==> src/rtl/gsu_pkg.sv <==
`timescale 1ns/1ps
package gsu_pkg;
    localparam int unsigned DEF_DW    = 16;
    localparam int unsigned DEF_NCH   = 4;
    localparam int unsigned DEF_DEPTH = 4;
    localparam int unsigned DEF_AW    = 12;
    localparam int unsigned DEF_CW    = 8;
    localparam int unsigned NUM_GATES = 2;

    typedef enum logic {
        DIR_IN  = 1'b0,
        DIR_OUT = 1'b1
    } gate_dir_e;

    // index width that never collapses to zero
    function automatic int unsigned idx_w(input int unsigned n);
        return (n > 1) ? $clog2(n) : 1;
    endfunction
endpackage

==> src/rtl/gsu_fifo.sv <==
`timescale 1ns/1ps
module gsu_fifo #(
    parameter int unsigned DW    = 16,
    parameter int unsigned DEPTH = 4
) (
    input  logic          clk,
    input  logic          rst,
    input  logic          push,
    input  logic [DW-1:0] din,
    input  logic          pop,
    output logic [DW-1:0] dout,
    output logic          full,
    output logic          empty
);
    localparam int unsigned PW = gsu_pkg::idx_w(DEPTH);
    localparam int unsigned CNTW = $clog2(DEPTH + 1);

    logic [DW-1:0]   store [DEPTH];
    logic [PW-1:0]   rd_ptr, wr_ptr;
    logic [CNTW-1:0] fill;
    logic            do_push, do_pop;

    assign full    = (fill == CNTW'(DEPTH));
    assign empty   = (fill == '0);
    assign do_push = push && !full;
    assign do_pop  = pop && !empty;
    assign dout    = store[rd_ptr];

    function automatic logic [PW-1:0] bump(input logic [PW-1:0] p);
        return (p == PW'(DEPTH - 1)) ? '0 : p + 1'b1;
    endfunction

    always_ff @(posedge clk) begin
        if (rst) begin
            rd_ptr <= '0;
            wr_ptr <= '0;
            fill   <= '0;
        end else begin
            if (do_push) begin
                store[wr_ptr] <= din;
                wr_ptr        <= bump(wr_ptr);
            end
            if (do_pop) rd_ptr <= bump(rd_ptr);
            case ({do_push, do_pop})
                2'b10:   fill <= fill + 1'b1;
                2'b01:   fill <= fill - 1'b1;
                default: fill <= fill;
            endcase
        end
    end
endmodule

==> src/rtl/gsu_spool.sv <==
`timescale 1ns/1ps
module gsu_spool #(
    parameter int unsigned AW  = 12,
    parameter int unsigned CW  = 8,
    parameter int unsigned CHW = 2
) (
    input  logic           clk,
    input  logic           rst,
    input  logic           start,
    input  logic [CHW-1:0] cfg_ch,
    input  logic [AW-1:0]  cfg_base,
    input  logic [AW-1:0]  cfg_stride,
    input  logic [CW-1:0]  cfg_count,
    input  logic           src_ready,
    input  logic           cpu_busy,
    output logic           req,
    output logic [AW-1:0]  addr,
    output logic [CHW-1:0] cur_ch,
    output logic           done
);
    logic          active;
    logic [AW-1:0] step;
    logic [CW-1:0] remain;

    // processor has priority on the memory port
    assign req = active && src_ready && !cpu_busy;

    always_ff @(posedge clk) begin
        if (rst) begin
            active <= 1'b0;
            done   <= 1'b0;
            addr   <= '0;
            step   <= '0;
            remain <= '0;
            cur_ch <= '0;
        end else if (start) begin
            cur_ch <= cfg_ch;
            addr   <= cfg_base;
            step   <= cfg_stride;
            remain <= cfg_count;
            active <= (cfg_count != '0);
            done   <= (cfg_count == '0);
        end else if (req) begin
            addr   <= addr + step;
            remain <= remain - 1'b1;
            if (remain == CW'(1)) begin
                active <= 1'b0;
                done   <= 1'b1;
            end
        end
    end
endmodule

==> src/rtl/stream_gate_unit.sv <==
`timescale 1ns/1ps
module stream_gate_unit
    import gsu_pkg::*;
#(
    parameter int unsigned DW    = DEF_DW,
    parameter int unsigned NCH   = DEF_NCH,
    parameter int unsigned DEPTH = DEF_DEPTH,
    parameter int unsigned AW    = DEF_AW,
    parameter int unsigned CW    = DEF_CW,
    localparam int unsigned CHW  = idx_w(NCH)
) (
    input  logic           clk,
    input  logic           rst,
    input  logic           rd_en,
    input  logic           rd_gate,
    output logic [DW-1:0]  rd_data,
    input  logic           wr_en,
    input  logic           wr_gate,
    input  logic [DW-1:0]  wr_data,
    output logic           stall,
    input  logic           bind_en,
    input  logic           bind_dir,
    input  logic           bind_gate,
    input  logic [CHW-1:0] bind_ch,
    input  logic           net_in_valid,
    input  logic [CHW-1:0] net_in_ch,
    input  logic [DW-1:0]  net_in_data,
    output logic [NCH-1:0] net_in_full,
    input  logic           net_out_pop,
    input  logic [CHW-1:0] net_out_ch,
    output logic [DW-1:0]  net_out_data,
    output logic [NCH-1:0] net_out_empty,
    output logic [NCH-1:0] arrive_evt,
    input  logic           sp_start,
    input  logic [CHW-1:0] sp_ch,
    input  logic [AW-1:0]  sp_base,
    input  logic [AW-1:0]  sp_stride,
    input  logic [CW-1:0]  sp_count,
    output logic           sp_done,
    input  logic           cpu_mem_req,
    output logic           mem_req,
    output logic [AW-1:0]  mem_addr,
    output logic [DW-1:0]  mem_wdata
);
    logic [CHW-1:0] in_bind  [NUM_GATES];
    logic [CHW-1:0] out_bind [NUM_GATES];

    logic [DW-1:0]  in_head  [NCH];
    logic [DW-1:0]  out_head [NCH];
    logic [NCH-1:0] in_empty, out_full;

    logic [CHW-1:0] rd_ch, wr_ch, sp_cur;
    logic           rd_block, wr_block, proc_pop, proc_push, sp_ready;

    assign rd_ch     = in_bind[rd_gate];
    assign wr_ch     = out_bind[wr_gate];
    assign rd_block  = rd_en && in_empty[rd_ch];
    assign wr_block  = wr_en && out_full[wr_ch];
    assign stall     = rd_block || wr_block;
    assign proc_pop  = rd_en && !stall;
    assign proc_push = wr_en && !stall;
    assign rd_data   = in_head[rd_ch];
    assign net_out_data = out_head[net_out_ch];

    // the processor read wins a channel the spool engine also drains
    assign sp_ready  = !in_empty[sp_cur] && !(proc_pop && rd_ch == sp_cur);
    assign mem_wdata = in_head[sp_cur];

    always_ff @(posedge clk) begin
        if (rst) begin
            for (int g = 0; g < NUM_GATES; g++) begin
                in_bind[g]  <= CHW'(g);
                out_bind[g] <= CHW'(g);
            end
        end else if (bind_en) begin
            if (gate_dir_e'(bind_dir) == DIR_OUT) out_bind[bind_gate] <= bind_ch;
            else                                  in_bind[bind_gate]  <= bind_ch;
        end
    end

    for (genvar c = 0; c < NCH; c++) begin : g_chan
        logic in_push, in_pop, out_push, out_pop, out_empty_c;

        assign in_push  = net_in_valid && (net_in_ch == CHW'(c));
        assign in_pop   = (proc_pop && rd_ch == CHW'(c)) ||
                          (mem_req && sp_cur == CHW'(c));
        assign out_push = proc_push && (wr_ch == CHW'(c));
        assign out_pop  = net_out_pop && (net_out_ch == CHW'(c));

        gsu_fifo #(.DW(DW), .DEPTH(DEPTH)) u_inq (
            .clk(clk), .rst(rst),
            .push(in_push), .din(net_in_data), .pop(in_pop),
            .dout(in_head[c]), .full(net_in_full[c]), .empty(in_empty[c])
        );

        gsu_fifo #(.DW(DW), .DEPTH(DEPTH)) u_outq (
            .clk(clk), .rst(rst),
            .push(out_push), .din(wr_data), .pop(out_pop),
            .dout(out_head[c]), .full(out_full[c]), .empty(out_empty_c)
        );
        assign net_out_empty[c] = out_empty_c;

        always_ff @(posedge clk) begin
            if (rst) arrive_evt[c] <= 1'b0;
            else     arrive_evt[c] <= in_push && in_empty[c];
        end
    end

    gsu_spool #(.AW(AW), .CW(CW), .CHW(CHW)) u_spool (
        .clk(clk), .rst(rst),
        .start(sp_start), .cfg_ch(sp_ch), .cfg_base(sp_base),
        .cfg_stride(sp_stride), .cfg_count(sp_count),
        .src_ready(sp_ready), .cpu_busy(cpu_mem_req),
        .req(mem_req), .addr(mem_addr), .cur_ch(sp_cur), .done(sp_done)
    );
endmodule

==> config.mk <==
export PLATFORM = sky130hd
export DESIGN_NAME = stream_gate_unit
export DESIGN_NICKNAME = d
export VERILOG_FILES = /design/src/rtl/gsu_pkg.sv /design/src/rtl/gsu_fifo.sv /design/src/rtl/gsu_spool.sv /design/src/rtl/stream_gate_unit.sv
export SDC_FILE = /design/constraint.sdc
export NUM_CORES = 1
export LEC_CHECK = 0
export BUFFER_PORTS_ARGS = -buffer_cell sky130_fd_sc_hd__buf_2
export CORE_MARGIN = 2
export CORE_UTILIZATION = 61
export CTS_BUF_LIST = sky130_fd_sc_hd__clkbuf_16
export CTS_CLUSTER_SIZE = 10
export DETAILED_ROUTE_END_ITERATION = 10
export MAX_ROUTING_LAYER = met4
export PLACE_DENSITY = 0.8
export SLEW_MARGIN = 20
export SYNTH_ARGS = -nofsm -noshare
export SYNTH_HDL_FRONTEND = slang
export SYNTH_SLANG_ARGS = --single-unit
==> constraint.sdc <==
create_clock -name clk -period 4.1 [get_ports clk]
set_input_delay 0.82 -clock clk [delete_from_list [all_inputs] [get_ports clk]]
set_output_delay 0.82 -clock clk [all_outputs]
set_load 0.01 [all_outputs]
==> flow_metrics.tcl <==
set metrics [dict create \
    run_status "completed" \
    timing.final.crit_period_ns 3.77 \
    async_flop_share_pct 0 \
    ios 160 \
    cp.arrival_ns 2.95 \
    syn_avg_cell_area_sq_um 16.8 \
    routabilityCongestion 0.865 \
    grt_max_degree 37 \
    synth_cell_types 64 \
    areaGrowthSynthToFinish_pct 13.6 \
    drive_gt1_share_pct 26.0 \
    wl_um 58400 \
    worstSetupStartpoint "g_chan[0].u_outq.fill[2]$_SDFFE_PP0P_" \
    syn_nets 1729 \
    place_hpwl_um 36600 \
    worst_clock_skew_ns 0.0289 \
    end_kind "primary output" \
    post_cts_buffers 0 \
    fmax_ghz 0.265 \
    synth_edf_count 520 \
    final_util_pct 69.8 \
    antenna_found_initial 0 \
    path_clk_slew_ns 0.06 \
    crit_path_start_kind "flop" \
    drc 0 \
    clkLatencyLatePin_ns 0.60 \
    num_rows 76 \
    nets 1927 \
    grt_use_total_pct 27.6 \
    cts_hold_buffers 0 \
    drtIter0Drc 1398 \
    grt_pass1_wl_um 88200 \
    num_vias 14800 \
    worstMarginPinSlew_ns 0.956 \
    routed_via_density 6.20 \
    hold_viol 0 \
    tns_ns 0 \
    yosys_warnings 0 \
    finalPower_mw 13.6 \
    rsz0062_at_grt "no" \
    final_antenna_net_count 0 \
    synthFlopType "edfxtp_1" \
    cts_made_buffers 73 \
    hold_path_class "input pin to flop" \
    grt_overflow_total 0 \
    cts_max_level 3 \
    die_w_um 212 \
    fillers 2613 \
    wl_per_cell_um 24.5 \
    die_area_sq_um 44900 \
    syn_inst 1574 \
    crit_required_ns 3.28 \
    core-area_sq_um 42900 \
    ir_drop_uv 454 \
    postCtsResizedCells 0 \
    clock_tree.root_cell "clkbuf_16" \
    cts_tree "done" \
    ys_ff_latch 632 \
    start_util_pct 61.5 \
    worst-setup-path-type "flop to primary output" \
    drv_cap 0 \
    powerDensity_nw_per_um2 452 \
    holdCritStartpoint "sp_stride[7]" \
    slew_viol_final 0 \
    dr.pass1.iters 5 \
    r2r-start "g_chan[0].u_outq.fill[2]$_SDFFE_PP0P_" \
    worst_slew_margin_rel_pct 36.2 \
    syn-cell-area_sq_um 26400 \
    cts_sinks 632 \
    n_antenna_cell 0 \
    io_buffers 159 \
    synth-seq-area-share_pct 67.7 \
    leakagePower_nw 10.3 \
    post-route-period-util_pct 92.0 \
    cp_max_fo 17 \
    grt_pass1_vias 15100 \
    cts_buffer_depth 3 \
    setup_violations 0 \
    chipHeight_um 212 \
]
## synth_stat cells (4+ instances only)
master,instances,area [sq um]
xnor2_1,10,87.6
o21ai_0,18,90.1
xor2_1,18,158
a31oi_1,17,106
inv_1,58,218
mux2i_1,36,360
edfxtp_1,520,15600
nor3_1,25,125
fa_1,9,180
buf_2,6,30.0
dfxtp_1,112,2240
and2_1,37,231
a211oi_1,10,75.1
and3_1,26,163
a21oi_1,38,190
nor3b_1,6,45.0
clkbuf_1,53,199
or3_1,17,106
nand3_1,13,65.1
nor4_1,7,43.8
or2_2,4,25.0
nand2b_1,6,37.5
buf_4,8,60.1
nand2_1,105,394
buf_1,14,52.6
a21o_1,4,30.0
a2111oi_2,4,60.1
a311oi_1,12,105
ha_1,61,763
mux4_2,161,3630
nor2_1,106,398
## cell type report
| class | count | area (sq um) | area share (%) |
|---|---|---|---|
| sequential | 632 | 17900 | 59.6 |
| multi-input combinational | 800 | 7950 | 26.6 |
| clock buffer | 77 | 1930 | 6.43 |
| timing repair buffer | 204 | 1150 | 3.84 |
| tap | 585 | 732 | 2.44 |
| inverter | 61 | 229 | 0.765 |
| clock inverter | 25 | 104 | 0.347 |
## placed cells by master (no fill, tap or decap), types with 35 or more instances in the layout
cell and count:
a21oi_1 38, and2_1 37, buf_2 158, buf_4 45, clkbuf_16 77, dfxtp_1 112
edfxtp_1 520, ha_1 61, inv_1 78, mux2i_1 35, mux4_2 161, nand2_1 105
nor2_1 106
## flip-flops by register name, indices dropped and copies added (netlist names), 8 cells and up, named ones only
name / cells
g_chan.u_inq.fill: 12
g_chan.u_outq.wr_ptr: 8
u_spool.remain: 8
g_chan.u_outq.store: 256
g_chan.u_inq.rd_ptr: 8
g_chan.u_inq.store: 256
g_chan.u_outq.rd_ptr: 8
g_chan.u_inq.wr_ptr: 8
u_spool.step: 12
u_spool.addr: 12
g_chan.u_outq.fill: 12
## cells by family after synthesis
group,count (synthesis),synth area share [%]
buf+inv,142,2.16
mux,201,15.3
flops,632,67.7
compound gates,133,3.58
fa+ha+maj,70,3.58
xor+xnor,28,0.930
simple gates,368,6.72
## worst max-delay path, cell delays in order (launching register included)
cell and delay [ns]:
dfxtp_1 0.36, nor3b_1 0.37, mux2i_1 0.15, mux2i_1 0.34, a21boi_1 0.17, buf_4 0.22
a21o_4 0.29, inv_2 0.26, buf_2 0.19
## path summary, 6_finish.rpt
check | slack [ns] | to | depth (start not counted)
hold reg to reg | 0.50 | g_chan[0].u_inq.fill[2]$_SDFFE_PP0P_ | 2
setup reg to reg | 0.57 | g_chan[0].u_inq.fill[2]$_SDFFE_PP0P_ | 13
hold / removal | 0.47 | u_spool.step[7]$_SDFFE_PP0P_ | 3
setup / recovery | 0.33 | mem_req | 8
## stage by stage
stage               setup slack [ns]  hold WS [ns]  std cells  area (sq um)
floorplan                      0.450         0.454       1574         26400
global placement               0.217         0.470       2282         27900
detailed placement            0.0344         0.485       2282         27900
CTS                            0.345         0.440       2384         30000
global route                   0.156         0.461       2384         30000
finish                         0.327         0.470       2384         30000
## per-layer routing
layer | wire length [um] | global-route usage (%) | part of all wire [%] | up-vias
met1 | 22400 | 34.7 | 38 | 7513
met5 | 0 | - | 0 | -
met2 | 29700 | 45.0 | 51 | 674
li1 | - | - | - | 6479
met3 | 4540 | 5.92 | 7.8 | 120
met4 | 1760 | 9.59 | 3.0 | 0
## power breakdown
part / switching, mW / total [mW] / leakage (nW) / internal (mW)
logic: 0.508 / 0.832 / 3.61 / 0.324
registers: 0.0513 / 7.08 / 5.60 / 7.02
clock network: 2.33 / 5.64 / 1.07 / 3.31
Note: power is estimated with default switching activity, not from simulation.
